===== src/rtl/epp_gate_pkg.sv =====
package epp_gate_pkg;
  localparam logic [7:0] CTL_GATE_MASK  = 8'h2F;
  localparam logic [7:0] CTL_WR_PATTERN = 8'h04;
  localparam logic [7:0] CTL_RD_PATTERN = 8'h24;
  localparam logic [7:0] CTL_FIXED_ONES = 8'hC0;
  localparam logic [7:0] CTL_RESET      = 8'hCC;
  localparam logic [7:0] DAT_RESET      = 8'hFF;

  localparam logic [2:0] OFS_DATA = 3'd0;
  localparam logic [2:0] OFS_STAT = 3'd1;
  localparam logic [2:0] OFS_CTL  = 3'd2;
  localparam logic [2:0] OFS_EADR = 3'd3;
  localparam logic [2:0] OFS_EDAT = 3'd4;

  typedef enum logic [1:0] {SQ_IDLE, SQ_STB, SQ_GAP, SQ_DONE} sq_state_t;
endpackage


===== src/rtl/epp_gate.sv =====
// Decodes whether an access targets the EPP offsets, whether the control
// pattern permits it, and how many byte cycles it needs.
module epp_gate
  import epp_gate_pkg::*;
#(
  parameter int HOST_BYTES = 4,
  parameter int NB_W       = 2
) (
  input  logic [7:0]      ctl,
  input  logic [2:0]      addr,
  input  logic            we,
  input  logic [1:0]      size,
  output logic            is_epp,
  output logic            permit,
  output logic [NB_W-1:0] nb_m1
);
  logic [7:0]  masked;
  int unsigned want;

  always_comb begin
    is_epp = (addr == OFS_EADR) || (addr == OFS_EDAT);
    masked = ctl & CTL_GATE_MASK;
    permit = we ? (masked == CTL_WR_PATTERN) : (masked == CTL_RD_PATTERN);
    want   = 1;
    if (addr == OFS_EDAT) begin
      want = 32'd1 << size;
      if (want > HOST_BYTES) want = HOST_BYTES;
    end
    nb_m1 = NB_W'(want - 1);
  end
endmodule


===== src/rtl/epp_regs.sv =====
// Data, control and sticky timeout flag, plus the register read byte.
module epp_regs
  import epp_gate_pkg::*;
(
  input  logic       clk,
  input  logic       rst_n,
  input  logic       reg_acc,
  input  logic       we,
  input  logic [2:0] addr,
  input  logic [7:0] wbyte,
  input  logic       fail,
  input  logic [6:0] per_status_hi,
  output logic [7:0] ctl_q,
  output logic [7:0] dat_q,
  output logic       tmo_q,
  output logic       ctl_chg,
  output logic       dat_chg,
  output logic [7:0] rbyte
);
  logic [7:0] ctl_d, dat_d, ctl_new;
  logic       tmo_d, ctl_chg_d, dat_chg_d, wr, clr;

  always_comb begin
    wr        = reg_acc && we;
    ctl_new   = wbyte | CTL_FIXED_ONES;
    ctl_chg_d = wr && (addr == OFS_CTL)  && (ctl_new != ctl_q);
    dat_chg_d = wr && (addr == OFS_DATA) && (wbyte != dat_q);
    ctl_d     = ctl_chg_d ? ctl_new : ctl_q;
    dat_d     = dat_chg_d ? wbyte : dat_q;
    clr       = wr && (addr == OFS_STAT) && wbyte[0];
    if (fail)     tmo_d = 1'b1;
    else if (clr) tmo_d = 1'b0;
    else          tmo_d = tmo_q;
    case (addr)
      OFS_DATA: rbyte = dat_q;
      OFS_STAT: rbyte = {per_status_hi, tmo_q};
      OFS_CTL:  rbyte = ctl_q;
      default:  rbyte = 8'hFF;
    endcase
  end

  always_ff @(posedge clk or negedge rst_n) begin
    if (!rst_n) begin
      ctl_q   <= CTL_RESET;
      dat_q   <= DAT_RESET;
      tmo_q   <= 1'b0;
      ctl_chg <= 1'b0;
      dat_chg <= 1'b0;
    end else begin
      ctl_q   <= ctl_d;
      dat_q   <= dat_d;
      tmo_q   <= tmo_d;
      ctl_chg <= ctl_chg_d;
      dat_chg <= dat_chg_d;
    end
  end

  p_flag_set_r6: assert property (@(posedge clk) disable iff (!rst_n)
    fail |=> tmo_q);
  p_flag_clear_r8: assert property (@(posedge clk) disable iff (!rst_n)
    (reg_acc && we && addr == OFS_STAT && wbyte[0] && !fail) |=> !tmo_q);
  p_ctl_fixed_r9: assert property (@(posedge clk) disable iff (!rst_n)
    ctl_q[7:6] == 2'b11);
  p_ctl_change_r9: assert property (@(posedge clk) disable iff (!rst_n)
    ctl_chg |-> (ctl_q != $past(ctl_q)));
endmodule


===== src/rtl/epp_seq.sv =====
// Host access sequencer: accepts a request, runs the byte cycles with
// their timeout counter, and produces the ready pulse.
module epp_seq
  import epp_gate_pkg::*;
#(
  parameter int HOST_W = 32,
  parameter int NB_W   = 2,
  parameter int TW     = 8
) (
  input  logic              clk,
  input  logic              rst_n,
  input  logic              req,
  input  logic              we,
  input  logic [2:0]        addr,
  input  logic              is_epp,
  input  logic              permit,
  input  logic [NB_W-1:0]   nb_m1,
  input  logic [HOST_W-1:0] wdata,
  input  logic [TW-1:0]     tmo_limit,
  input  logic              per_wait,
  input  logic [7:0]        per_din,
  output logic              reg_acc,
  output logic              ready,
  output logic              fail,
  output logic              epp_q,
  output logic [NB_W-1:0]   nb_q,
  output logic [HOST_W-1:0] buf_q,
  output logic              per_astb,
  output logic              per_dstb,
  output logic              per_write,
  output logic [7:0]        per_dout
);
  sq_state_t         st_q, st_d;
  logic [NB_W-1:0]   bidx_q, bidx_d, nb_d;
  logic [TW-1:0]     cnt_q, cnt_d;
  logic [HOST_W-1:0] buf_d;
  logic              rd_q, rd_d, adr_q, adr_d, epp_d;

  always_comb begin
    st_d    = st_q;
    bidx_d  = bidx_q;
    cnt_d   = cnt_q;
    buf_d   = buf_q;
    nb_d    = nb_q;
    rd_d    = rd_q;
    adr_d   = adr_q;
    epp_d   = epp_q;
    fail    = 1'b0;
    reg_acc = 1'b0;
    case (st_q)
      SQ_IDLE: if (req) begin
        nb_d    = is_epp ? nb_m1 : '0;
        rd_d    = !we;
        adr_d   = (addr == OFS_EADR);
        epp_d   = is_epp;
        bidx_d  = '0;
        cnt_d   = '0;
        buf_d   = we ? wdata : '1;
        reg_acc = !is_epp;
        st_d    = (is_epp && permit) ? SQ_STB : SQ_DONE;
      end
      SQ_STB: begin
        if (per_wait) begin
          if (rd_q) buf_d[{bidx_q, 3'b000} +: 8] = per_din;
          if (bidx_q == nb_q) begin
            st_d = SQ_DONE;
          end else begin
            bidx_d = bidx_q + NB_W'(1);
            cnt_d  = '0;
            st_d   = SQ_GAP;
          end
        end else if (cnt_q >= tmo_limit) begin
          fail = 1'b1;
          st_d = SQ_DONE;
        end else begin
          cnt_d = cnt_q + TW'(1);
        end
      end
      SQ_GAP:  st_d = SQ_STB;
      default: st_d = SQ_IDLE;
    endcase
  end

  always_ff @(posedge clk or negedge rst_n) begin
    if (!rst_n) begin
      st_q   <= SQ_IDLE;
      bidx_q <= '0;
      cnt_q  <= '0;
      buf_q  <= '1;
      nb_q   <= '0;
      rd_q   <= 1'b1;
      adr_q  <= 1'b0;
      epp_q  <= 1'b0;
    end else begin
      st_q   <= st_d;
      bidx_q <= bidx_d;
      cnt_q  <= cnt_d;
      buf_q  <= buf_d;
      nb_q   <= nb_d;
      rd_q   <= rd_d;
      adr_q  <= adr_d;
      epp_q  <= epp_d;
    end
  end

  always_comb begin
    ready     = (st_q == SQ_DONE);
    per_astb  = (st_q == SQ_STB) && adr_q;
    per_dstb  = (st_q == SQ_STB) && !adr_q;
    per_write = (st_q == SQ_STB) && !rd_q;
    per_dout  = buf_q[{bidx_q, 3'b000} +: 8];
  end

  p_strobe_excl_r4: assert property (@(posedge clk) disable iff (!rst_n)
    $onehot0({per_astb, per_dstb}));
  p_strobe_epp_r4: assert property (@(posedge clk) disable iff (!rst_n)
    (per_astb || per_dstb) |-> epp_q);
  p_ready_pulse_r10: assert property (@(posedge clk) disable iff (!rst_n)
    ready |=> !ready);
  p_fail_done_r6: assert property (@(posedge clk) disable iff (!rst_n)
    fail |=> (ready && !per_astb && !per_dstb));
endmodule


===== src/rtl/epp_cycle_gate.sv =====
module epp_cycle_gate
  import epp_gate_pkg::*;
#(
  parameter int HOST_W = 32,
  parameter int TW     = 8
) (
  input  logic              clk,
  input  logic              rst_n,
  input  logic              host_req,
  input  logic              host_we,
  input  logic [2:0]        host_addr,
  input  logic [1:0]        host_size,
  input  logic [HOST_W-1:0] host_wdata,
  output logic [HOST_W-1:0] host_rdata,
  output logic              host_ready,
  input  logic [TW-1:0]     tmo_limit,
  input  logic [6:0]        per_status_hi,
  input  logic [7:0]        per_din,
  input  logic              per_wait,
  output logic [7:0]        per_dout,
  output logic              per_write,
  output logic              per_astb,
  output logic              per_dstb,
  output logic [7:0]        ctl_out,
  output logic [7:0]        dat_out,
  output logic              ctl_chg,
  output logic              dat_chg
);
  localparam int HOST_BYTES = HOST_W / 8;
  localparam int NB_W       = (HOST_BYTES > 1) ? $clog2(HOST_BYTES) : 1;

  // reset asserts at once, releases on the clock
  logic [1:0] rst_sync;
  logic       rst_ni;
  always_ff @(posedge clk or negedge rst_n) begin
    if (!rst_n) rst_sync <= 2'b00;
    else        rst_sync <= {rst_sync[0], 1'b1};
  end
  assign rst_ni = rst_sync[1];

  logic              is_epp, permit, reg_acc, fail, tmo_q, epp_q;
  logic [NB_W-1:0]   nb_m1, nb_q;
  logic [HOST_W-1:0] buf_q, mask;
  logic [7:0]        rbyte;

  epp_gate #(.HOST_BYTES(HOST_BYTES), .NB_W(NB_W)) u_gate (
    .ctl(ctl_out), .addr(host_addr), .we(host_we), .size(host_size),
    .is_epp(is_epp), .permit(permit), .nb_m1(nb_m1)
  );

  epp_seq #(.HOST_W(HOST_W), .NB_W(NB_W), .TW(TW)) u_seq (
    .clk(clk), .rst_n(rst_ni), .req(host_req), .we(host_we),
    .addr(host_addr), .is_epp(is_epp), .permit(permit), .nb_m1(nb_m1),
    .wdata(host_wdata), .tmo_limit(tmo_limit), .per_wait(per_wait),
    .per_din(per_din), .reg_acc(reg_acc), .ready(host_ready), .fail(fail),
    .epp_q(epp_q), .nb_q(nb_q), .buf_q(buf_q), .per_astb(per_astb),
    .per_dstb(per_dstb), .per_write(per_write), .per_dout(per_dout)
  );

  epp_regs u_regs (
    .clk(clk), .rst_n(rst_ni), .reg_acc(reg_acc), .we(host_we),
    .addr(host_addr), .wbyte(host_wdata[7:0]), .fail(fail),
    .per_status_hi(per_status_hi), .ctl_q(ctl_out), .dat_q(dat_out),
    .tmo_q(tmo_q), .ctl_chg(ctl_chg), .dat_chg(dat_chg), .rbyte(rbyte)
  );

  for (genvar b = 0; b < HOST_BYTES; b++) begin : g_mask
    assign mask[b*8 +: 8] = (NB_W'(b) <= nb_q) ? 8'hFF : 8'h00;
  end

  assign host_rdata = epp_q ? (buf_q & mask) : {{(HOST_W-8){1'b0}}, rbyte};

  p_gate_write_r2: assert property (@(posedge clk) disable iff (!rst_ni)
    ((per_astb || per_dstb) && per_write) |-> ((ctl_out & CTL_GATE_MASK) == CTL_WR_PATTERN));
  p_gate_read_r3: assert property (@(posedge clk) disable iff (!rst_ni)
    ((per_astb || per_dstb) && !per_write) |-> ((ctl_out & CTL_GATE_MASK) == CTL_RD_PATTERN));
  p_chg_with_ready_r9: assert property (@(posedge clk) disable iff (!rst_ni)
    (ctl_chg || dat_chg) |-> host_ready);
endmodule


===== config.mk =====
export PLATFORM = sky130hd
export DESIGN_NAME = epp_cycle_gate
export DESIGN_NICKNAME = d
export VERILOG_FILES = /design/src/rtl/epp_gate_pkg.sv /design/src/rtl/epp_gate.sv /design/src/rtl/epp_regs.sv /design/src/rtl/epp_seq.sv /design/src/rtl/epp_cycle_gate.sv
export SDC_FILE = /design/constraint.sdc
export NUM_CORES = 1
export LEC_CHECK = 0
export BUFFER_PORTS_ARGS = -buffer_cell sky130_fd_sc_hd__buf_2
export CORE_MARGIN = 5
export CORE_UTILIZATION = 55
export DETAILED_ROUTE_END_ITERATION = 6
export GPL_ROUTABILITY_DRIVEN = 0
export PLACE_DENSITY = 0.84
export SYNTH_ARGS = -nofsm -noshare
export SYNTH_HDL_FRONTEND = slang
export SYNTH_HIERARCHICAL = 1
export SYNTH_SLANG_ARGS = --single-unit

===== constraint.sdc =====
create_clock -name clk -period 3 [get_ports clk]
set_input_delay 0.45 -clock clk [delete_from_list [all_inputs] [get_ports clk]]
set_output_delay 0.45 -clock clk [all_outputs]
set_load 0.01 [all_outputs]

==> results of run 1 <==
worst max-delay path by stage:
stage / slack [ns] / cells after the start / end
final: 0.59 / 3 / per_dout[4]
after global routing: 0.48 / 3 / per_dout[4]
after CTS: 0.58 / 3 / per_dout[4]
after detailed placement: 0.40 / 8 / u_regs/ctl_q[0]
after global placement: 0.49 / 8 / u_regs/ctl_q[1]
after floorplan: 0.82 / 7 / u_regs/ctl_q[0]
synth_stat cells (3+ instances only):
master,count
a21oi_1,3
a31oi_1,32
and2_1,3
and3_1,9
and4_1,10
buf_2,14
clkbuf_1,12
dfrtp_1,25
dfstp_2,43
ha_1,13
inv_1,13
mux2_2,28
mux4_2,8
nand2_1,56
nand2b_1,11
nand3_1,10
nor2_1,44
o211a_1,8
o211ai_1,5
o21a_1,6
o21ai_0,36
o21bai_1,3
o22ai_1,7
or4_1,6
xnor2_1,13
xor2_1,4
critical path, cell delays in order, from the launching register on:
cell and delay, ns:
dfrtp_1 0.65, buf_4 0.28, mux4_2 0.53, buf_2 0.16
per-stage QoR:
stage	std cells	util (%)	setup WS [ns]	hold slack, ns
after floorplan	462	-	0.818	0.154
after global placement	662	65.3	0.493	0.235
after detailed placement	662	65.3	0.400	0.239
after CTS	679	68.1	0.578	0.350
after global routing	679	68.1	0.476	0.354
final	679	68.1	0.589	0.356
power by group through the flow:
stage / Sequential (mW) / Clock, mW / Combinational (mW)
final: 1.86 / 0.786 / 1.88
after global routing: 1.91 / 0.847 / 2.07
after CTS: 1.85 / 0.799 / 1.87
after detailed placement: 1.86 / 0 / 1.86
after global placement: 1.84 / 0 / 1.79
after floorplan: 1.72 / 0 / 1.39
flip-flops by register name, indices dropped and copies added, names as in the netlist:
| name | count |
|---|---|
| u_seq/bidx_q | 2 |
| u_seq/cnt_q | 8 |
| u_regs/ctl_chg | 1 |
| u_seq/buf_q | 32 |
| u_seq/nb_q | 2 |
| u_regs/dat_chg | 1 |
| u_regs/tmo_q | 1 |
| u_regs/dat_q | 8 |
| u_seq/epp_q | 1 |
| rst_sync | 2 |
| u_seq/rd_q | 1 |
| u_seq/st_q | 2 |
| u_seq/adr_q | 1 |
| u_regs/ctl_q | 6 |
area by class of cell:
| cell class | instances | share of cell area [%] |
|---|---|---|
| Tap cell | 102 | 2.40 |
| Clock inverter | 1 | 0.565 |
| Multi-Input combinational cell | 350 | 46.9 |
| Timing Repair Buffer | 130 | 12.8 |
| Clock buffer | 15 | 3.32 |
| Inverter | 13 | 0.918 |
| Sequential cell | 68 | 33.1 |
kinds of logic (layout without fill, tap and decap cells):
kind of cell    Yosys count  after routing  synth area share [%]
compound gates          113            113                  17.7
xor+xnor                 17             17                  3.34
fa+ha+maj                13             13                  3.65
buf+inv                  44            159                  4.64
flops                    68             68                  39.4
mux                      40             40                  12.1
other cells               2              3                 0.169
simple gates            164            164                  18.9
what timing repair did:
item	4_1_cts	5_1_grt
hold buffers	1	0
buffers inserted	0	0
endpoints found under the hold margin	2	0
placed cells by master (no fill, tap or decap), drive strengths merged, types with 5 or more instances in the layout:
master / count
nand2: 56
inv: 13
nand3: 10
o21a: 6
ha: 13
mux4: 8
nand2b: 12
a31oi: 33
o211a: 8
buf: 129
o211ai: 5
or4: 6
dfrtp: 25
dfstp: 43
clkbuf: 15
o21ai: 37
o22ai: 7
and3: 9
and4: 10
nor2: 44
xnor2: 13
mux2: 30
per-layer routing:
layer / up-vias / global-route usage (%)
met1: 1928 / 33.1
met4: 0 / 7.46
met3: 23 / 5.84
met5: - / 0
met2: 176 / 41.5
li1: 1892 / -
==> impl_summary.txt, run 1 <==
----------------------------------------------------
[Critical path]
  Critical path peak fanout ... 12
  Reg-to-reg startpoint ... u_seq/st_q[0]
  Type of element capturing the critical path ... primary output
  Number of cells on the worst reg-to-reg path ... 7
  Critical path start-end classification ... reg -> out
  Arrival time of the worst setup path ... around 2 ns
  Startpoint of the worst setup timing path ... u_seq/bidx_q[0]
  Required time of the critical path ... 2.55 ns
  Crit Reg-Reg Endpoint ... u_regs/ctl_q[0]
  Reg2Reg Setup Slack ... between 0.6 and 0.7 ns
  Startpoint Class ... flop

[Detailed routing]
  Total length of routed wires ... 12,300 um
  Via count normalized by instance count ... 5.92
  Post-DR wirelength/cell ... 18.1 um
  Detailed-routed wire length on met2 ... 6170 um
  Violation count after the first detailed-route iteration ... 368
  Met3 wire len ... 838 um
  DRC ... 0
  Detailed Routing Iterations Pass 1 ... 5
  DRT met1 WL ... 5110 um
  Top Layer Used ... met4
  Via count ... 4,019
  DRT antenna net count ... 0

[Min path]
  Worst hold path type ... reg -> reg
  End point of the worst hold path ... rst_sync[1]
  Cell depth of the worst min-delay path ... 0
  Startpoint of the tightest hold check path ... rst_sync[0]

[GRT]
  GRT Total Usage ... ~25%
  Largest net degree at the start of global routing ... 48
  Number of antenna violations at the first check in global routing ... 0
  Wire length of the first global-routing pass ... 20,200 um
  Residual overflow from global routing ... 0
  Via count of the first global-routing pass ... 4,184

[Timing]
  Relative slew slack ... about 29%
  Count of pins over their slew limit ... 0
  Final Cycle Share ... 80.4%
  Max Clk Rate ... around 0.41 GHz
  Fin crit period ... 2.41 ns
  Unrepaired setup endpoints after global routing ... false
  Final number of setup-violating endpoints ... 0
  Actual slew at the worst max-slew pin ... 1.06 ns
  Final hold violations ... 0
  Worst Skew ... 0.00648 ns
  Total Neg Setup Slack ... 0 ns

[CTS]
  Worst-path clk slew ... 0.07 ns
  Deepest level of the CTS H-tree ... 3
  Root Buffer Master ... clkbuf_8
  Resized cells post-CTS ... 0
  TritonCTS clock tree ... done
  Clock insertion delay at the later pin of the skew report ... 0.34 ns
  TritonCTS buffer count ... 9
  Clock sink total ... a little under 70
  Largest buffer count on any clock path ... 2

[Die]
  Core region area ... 7810 um^2
  Count of boundary I/O pins ... between 100 and 150
  Vert. Die Dim ... approximately 100 um
  Die width ... 100 um
  Initial core utilization ... 57.0%
  Row Count ... 32
  Die area ... 9990 um^2

[Pwr]
  Overall Power ... about 4.5 mW
  Leak pwr ... 2.51 nW
  Internal Pwr Total ... between 2 and 3 mW
  Proportion of total power due to net switching ... 38.8%
  Portion of total power attributed to combinational logic ... 41.5%
  Clk pwr share ... 17.4%
  Power spent charging and discharging nets ... 1.75 mW
  Power density of the placed cells ... between 800 and 900 nW/um^2
  Maximum vdd ir drop ... about 470 uV
  Portion of total power attributed to sequential cells ... between 40% and 50%

[Flow run]
  Max Cap Violations ... 0

[Synth]
  Leading post-synthesis cells by cell area ... dfstp_2, dfrtp_1, mux2_2
  Number of flip-flops and latches in the synthesized netlist ... between 60 and 70
  Flip-flop cell with the highest count after synthesis ... dfstp_2
  Mean cell area of the mapped netlist ... around 9.7 um^2
  Proportion of synthesized flip-flops having asynchronous set or reset ... 100%
  Cell area after synthesis ... 4450 um^2
  Post-synth EDFFs ... 0
  Share of the yosys chip area belonging to registers ... 39.4%
  Cell taking the most area after synthesis ... dfstp_2
  Number of different library cells in the post-synthesis netlist ... 56
  Post-synth top area share ... 25.4%
  Cell count after synthesis ... 461
  Number of warnings printed during yosys synthesis ... 6

[Final layout]
  Antenna cell count ... 0
  Fraction of final layout cells sized beyond drive strength 1 ... 40.4%
  Combined area of the multi-input logic cells ... roughly 2500 um^2
  Number of fill cells ... 614
  Area growth from synthesis to final layout ... 19.4%
  Net count, final ... 650
  Sequential cell area ... 1760 um^2
  Total non-filler cell area in the finished layout ... 5310 um^2

[Placement]
  Post-DP Area ... ~5000 um^2
  Sum of net half-perimeters after detailed placement ... slightly above 9000 um
  Number of buffers inserted by port buffering ... 124

[Status]
  Outcome ... finished, final reports clean

----------------------------------------------------
Power figures use the tool's default switching activity.
==> inputs of run 2 (changes only) <==
--- a/config.mk
+++ b/config.mk
@@ -5,12 +5,13 @@
 export SDC_FILE = /design/constraint.sdc
 export NUM_CORES = 1
 export LEC_CHECK = 0
+export ABC_AREA = 1
 export BUFFER_PORTS_ARGS = -buffer_cell sky130_fd_sc_hd__buf_2
 export CORE_MARGIN = 5
-export CORE_UTILIZATION = 55
+export CORE_UTILIZATION = 49
 export DETAILED_ROUTE_END_ITERATION = 6
 export GPL_ROUTABILITY_DRIVEN = 0
-export PLACE_DENSITY = 0.84
+export PLACE_DENSITY = 0.78
 export SYNTH_ARGS = -nofsm -noshare
 export SYNTH_HDL_FRONTEND = slang
 export SYNTH_HIERARCHICAL = 1
==> constraint.sdc (replaced) <==
create_clock -name clk -period 1.9 [get_ports clk]
set_input_delay 0.285 -clock clk [delete_from_list [all_inputs] [get_ports clk]]
set_output_delay 0.285 -clock clk [all_outputs]
set_load 0.01 [all_outputs]
==> impl_summary.txt, run 2 <==
----------------------------------------------------
[Final layout]
  Top library cells by usage in the layout, fill and taps aside ... nand2_1, buf_2, o21ai_0, nor2_1, inv_1
  Largest registers ... u_seq/buf_q (32), u_regs/dat_q (8), u_seq/cnt_q (8)
  Flip-flop count of the largest register, all copies and words added ... 32
  Top reg by flops ... u_seq/buf_q
  Antenna cell count ... 0
  Net count, final ... 936
  Most frequent standard cell in the layout excluding fill and tap cells ... nand2_1
  Fraction of final layout cells sized beyond drive strength 1 ... 28.6%
  Final cell count without fillers ... 996
  Area growth from synthesis to final layout ... 20.6%

[Detailed routing]
  Via count ... 5,172
  Via count normalized by instance count ... about 5.2
  Total length of routed wires ... between 10,000 and 15,000 um
  Detailed Routing Iterations Pass 1 ... 5
  Violation count after the first detailed-route iteration ... 363
  DRC ... 0
  DRT antenna net count ... 0
  Post-DR wirelength/cell ... 14.2 um

[CTS]
  Clock insertion delay at the later pin of the skew report ... 0.34 ns
  Worst-path clk slew ... 0.07 ns
  Root Buffer Master ... clkbuf_8
  Deepest level of the CTS H-tree ... 3
  Clock sink total ... 68
  TritonCTS buffer count ... 9
  Largest buffer count on any clock path ... 2
  TritonCTS clock tree ... done

[Die]
  Vert. Die Dim ... 110 um
  Row Count ... 36
  Core region area ... 9770 um^2
  Die area ... 12,200 um^2
  Count of boundary I/O pins ... 127
  Initial core utilization ... 50.4%
  Die width ... 110 um

[Timing]
  Final Cycle Share ... about 95%
  Crit path setup slack, layout ... 0.0967 ns
  Actual slew at the worst max-slew pin ... 0.734 ns
  Final number of setup-violating endpoints ... 0
  Fin crit period ... about 1.8 ns
  Max Clk Rate ... 0.555 GHz
  Final hold violations ... 0
  Relative slew slack ... 50.9%
  Worst Skew ... around 0.0075 ns
  Count of pins over their slew limit ... 0

[Placement]
  Worst slack at placement ... 0.0947 ns
  Sum of net half-perimeters after detailed placement ... between 10,000 and 15,000 um
  Placed Cells ... between 900 and 1,000
  Number of buffers inserted by port buffering ... 124

[Synth]
  Number of flip-flops and latches in the synthesized netlist ... 68
  Mean cell area of the mapped netlist ... 6.81 um^2
  Post-synth EDFFs ... 0
  Post-synth top cells ... nand2_1, o21ai_0, nor2_1
  Flip-flop cell with the highest count after synthesis ... dfstp_2
  Share of the yosys chip area belonging to registers ... 35.7%
  Leading post-synthesis cells by cell area ... dfstp_2, nand2_1, dfrtp_1
  Cell taking the most area after synthesis ... dfstp_2
  Number of different library cells in the post-synthesis netlist ... 38
  Post-synth top area share ... 22.9%
  Cell with the most instances after synthesis ... nand2_1
  Cell area after synthesis ... 4920 um^2
  Cell count after synthesis ... between 700 and 800
  Number of warnings printed during yosys synthesis ... 6
  Proportion of synthesized flip-flops having asynchronous set or reset ... 100%

[Pwr]
  Leak pwr ... 3.08 nW
  Power density of the placed cells ... 1430 nW/um^2
  Maximum vdd ir drop ... 601 uV

[GRT]
  Number of antenna violations at the first check in global routing ... 0
  Largest net degree at the start of global routing ... 38
  Wire length of the first global-routing pass ... 22,200 um
  GRT Total Usage ... roughly a quarter
  Via count of the first global-routing pass ... 4,614
  Residual overflow from global routing ... 0

[Flow run]
  Max Cap Violations ... 0

[Status]
  Outcome ... finished, final reports clean

[Critical path]
  Critical path peak fanout ... 22
  Arrival time of the worst setup path ... approximately 1.5 ns
  Type of element capturing the critical path ... primary output
  Required time of the critical path ... 1.62 ns
  Critical path start-end classification ... reg -> out
  Startpoint Class ... flop

[Min path]
  Worst hold path type ... in -> reg

----------------------------------------------------
## run 2: changes by cell type in the layout (fill, tap and decap cells not counted), sizes merged, moves of 12 or more
cell,change
a31oi,-32
inv,+62
nor2,+54
nand3,+24
o21ai,+78
mux2,-30
nand2,+188
buf,+15
nand2b,-12
## run 2: repair_timing
item / CTS / global route
setup endpoints to repair: 0 / 36
hold buffers: 1 / 0
gates resized for setup: 0 / 6
buffers inserted: 0 / 2
endpoints found under the hold margin: 2 / 0
## run 2: routing by layer
metal	vias up	part of all wire, %	global-route usage, %
li1	2592	-	-
met1	2351	44	32.3
met2	197	46	36.8
met3	32	7.4	3.84
met4	0	2.7	10.2
met5	-	0	0
## run 2: where the power goes
group	leakage [nW]	internal (mW)	switching [mW]
Combinational	2.22	1.58	2.98
Sequential	0.775	2.33	0.602
Clock	0.0889	0.500	0.530
## run 2: final cells by class
cell class	instances	area, um^2
clock buffers	11	141
multi-input cells	557	2750
flip-flops and latches	68	1760
inverters	77	290
fillers	981	3840
repair buffers	145	810
clock inverters	5	27.5
well taps	133	166
## run 2: final timing paths
check	start	endpoint	slack [ns]	cells past startpoint
worst min-delay path	host_we	u_seq/rd_q	0.19	2
worst max register to register	u_seq/st_q[0]	u_regs/dat_q[7]	0.13	10
min in group asynchronous	rst_sync[1]	u_regs/ctl_q[5]	0.22	0
worst max-delay path	u_seq/bidx_q[0]	per_dout[2]	0.1	4
max in group asynchronous	rst_sync[1]	u_seq/buf_q[9]	1.10	1
worst min register to register	rst_sync[1]	u_regs/ctl_q[5]	0.22	0
## run 2: worst max-delay path, stage by stage (launching register included)
cell and delay (ns):
dfrtp_1 0.39, buf_6 0.21, o21ai_0 0.15, o22ai_1 0.25, buf_2 0.18
## run 2: kinds of logic (layout without fill, tap and decap cells)
| group | count (synthesis) | after routing | synth area share, % |
|---|---|---|---|
| other | 2 | 3 | 0.153 |
| buffers and inverters | 99 | 238 | 8.87 |
| AO/OA/AOI/OAI | 151 | 151 | 16.9 |
| AND/OR/NAND/NOR | 381 | 381 | 33.5 |
| XOR/XNOR | 9 | 9 | 1.60 |
| adder cells (fa/ha/maj) | 13 | 13 | 3.30 |
| flip-flops | 68 | 68 | 35.7 |
## run 2: metrics by stage
stage               hold slack [ns]  area, um^2  power, mW  utilization (%)  setup TNS (ns)
floorplan                   -0.0106        4930       5.92                -               0
global placement             0.0725        5730       7.37             58.6               0
detailed placement           0.0707        5730       7.41             58.6               0
CTS                           0.184        5910       8.47             60.4               0
global route                  0.196        5940       9.22             60.8        -0.00909
finish                        0.193        5940       8.52             60.8               0
==> inputs of run 3 (changes only) <==
==> constraint.sdc (replaced) <==
create_clock -name clk -period 1.9 [get_ports clk]
set_input_delay 0 -clock clk [delete_from_list [all_inputs] [get_ports clk]]
set_output_delay 0 -clock clk [all_outputs]
set_load 0.01 [all_outputs]
==> impl_summary.txt, run 3 (synthesis results as in run 2) <==
----------------------------------------------------
[GRT]
  Wire length of the first global-routing pass ... 23,300 um
  Number of antenna violations at the first check in global routing ... 0
  Via count of the first global-routing pass ... 4,805
  GRT Total Usage ... 24.6%
  Largest net degree at the start of global routing ... 38
  Residual overflow from global routing ... 0

[Timing]
  Final number of setup-violating endpoints ... 0
  Final Cycle Share ... between 90 and 100%
  Final hold violations ... 0
  Max Clk Rate ... roughly 0.56 GHz
  Count of pins over their slew limit ... 0
  Relative slew slack ... 50.9%
  Actual slew at the worst max-slew pin ... 0.734 ns
  Worst Skew ... approximately 0.011 ns
  Total Neg Setup Slack ... 0 ns
  Unrepaired setup endpoints after global routing ... false
  Fin crit period ... 1.78 ns

[Pwr]
  Leak pwr ... 3.19 nW
  Power density of the placed cells ... 1430 nW/um^2
  Maximum vdd ir drop ... 638 uV
  Overall Power ... 8.85 mW

[Final layout]
  Fraction of final layout cells sized beyond drive strength 1 ... 27.8%
  Final cell count without fillers ... 1,015
  Most frequent standard cell in the layout excluding fill and tap cells ... nand2_1
  Top library cells by usage in the layout, fill and taps aside ... nand2_1, buf_2, o21ai_0, nor2_1, inv_1
  Largest registers ... u_seq/buf_q (32), u_regs/dat_q (8), u_seq/cnt_q (8)
  Number of fill cells ... between 900 and 1,000
  Top reg by flops ... u_seq/buf_q
  Net count, final ... about 960
  Flip-flop count of the largest register, all copies and words added ... 32
  Area growth from synthesis to final layout ... 25.3%
  Antenna cell count ... 0

[Die]
  Count of boundary I/O pins ... 127
  Core region area ... ~9800 um^2
  Vert. Die Dim ... 110 um
  Initial core utilization ... 50.4%
  Die area ... 12,200 um^2
  Row Count ... 36
  Die width ... between 100 and 150 um

[Critical path]
  Most numerous cell on the critical path ... nor2_1
  Startpoint Class ... flop
  Required time of the critical path ... 2.15 ns
  Crit-path leading delay family ... simple AND/OR/NAND/NOR gates
  Highest-delay cell along the critical path ... dfrtp_1
  Worst path bufs/invs ... 2
  Arrival time of the worst setup path ... 2.02 ns
  Crit-path max cell delay ... 0.47 ns
  Critical path start-end classification ... reg -> reg
  Critical path peak fanout ... 7
  Type of element capturing the critical path ... flop
  CP Cell Sequence ... nor2_1, inv_1, nor2_1, inv_1, nor2_1, nand2_2, nor2_4, nand2_4, nand2_1, nand2_1

[CTS]
  Clock insertion delay at the later pin of the skew report ... 0.35 ns
  TritonCTS clock tree ... done
  Deepest level of the CTS H-tree ... 3
  TritonCTS buffer count ... 9
  Post CTS Setup Buffer Count ... 0
  Largest buffer count on any clock path ... 2
  Root Buffer Master ... clkbuf_8
  Clock sink total ... 68
  Worst-path clk slew ... 0.08 ns

[Placement]
  Sum of net half-perimeters after detailed placement ... about 11,000 um
  Placed Cells ... 975
  Number of buffers inserted by port buffering ... 124

[Detailed routing]
  Total length of routed wires ... 14,500 um
  Post-DR wirelength/cell ... 14.3 um
  Via count normalized by instance count ... just over 5
  Violation count after the first detailed-route iteration ... 448
  DRC ... 0
  DRT antenna net count ... 0
  Detailed Routing Iterations Pass 1 ... 5
  Via count ... 5,246

[Status]
  Outcome ... finished, final reports clean

[Min path]
  Worst hold path type ... in -> reg

[Flow run]
  Max Cap Violations ... 0

----------------------------------------------------
## run 3: cell count changes in the layout (fill, tap and decap cells not counted), moves of 2 or more
cell / change
clkinv_4: +2
dlygate4sd3_1: +22
clkinv_2: -2
bufinv_16: +2
buf_12: -2
## run 3: what timing repair did
item,in CTS,in global routing
setup endpoints to repair,0,39
gates resized for setup,0,6
hold endpoints to repair,27,0
hold buffers,23,0
## run 3: stage by stage
stage               util (%)  area [um^2]  worst slack, ns  hold WS [ns]
floorplan                  -         4930          0.00129        -0.296
global placement        58.2         5690            0.162        -0.212
detailed placement      58.2         5690           0.0912        -0.211
CTS                     62.9         6140           0.0772      0.000115
global route            63.1         6170          0.00600        0.0236
finish                  63.1         6170            0.125        0.0111
## run 3: final cells by class
cell class                 instances  area, um^2  area share [%]
inverter                          77         290            4.70
multi-input combinational        558        2760            44.7
clock inverter                     6        87.6            1.42
clock buffer                      10         138            2.23
sequential                        68        1760            28.5
timing repair buffer             163         971            15.7
tap                              133         166            2.70
## run 3: layer usage
layer	vias up	wire length (um)	GRT usage, %
met4	0	223	6.77
met3	21	1110	5.07
met1	2380	6250	33.6
met5	-	0	0
met2	215	6950	39.6
li1	2630	-	-
## run 3: final timing paths
check,cells past startpoint,endpoint,slack (ns),from
setup / recovery,10,u_regs/ctl_q[5],0.12,u_seq/st_q[0]
hold / removal,5,u_seq/buf_q[21],0.01,host_wdata[21]
setup reg to reg,10,u_regs/ctl_q[5],0.12,u_seq/st_q[0]
hold reg to reg,0,u_seq/buf_q[19],0.29,rst_sync[1]
max in group asynchronous,1,u_seq/buf_q[6],1.12,rst_sync[1]
min in group asynchronous,0,u_seq/buf_q[19],0.29,rst_sync[1]
## run 3: report_power, final
group	switching [mW]	internal (mW)
clock network	0.583	0.775
logic	2.98	1.57
registers	0.615	2.33
total	4.18	4.67
## run 3: worst min-delay path: stages
cell and delay, ns:
buf_2 0.07, o21ai_0 0.07, o21ai_0 0.07, nand2_1 0.05, nand2_1 0.06
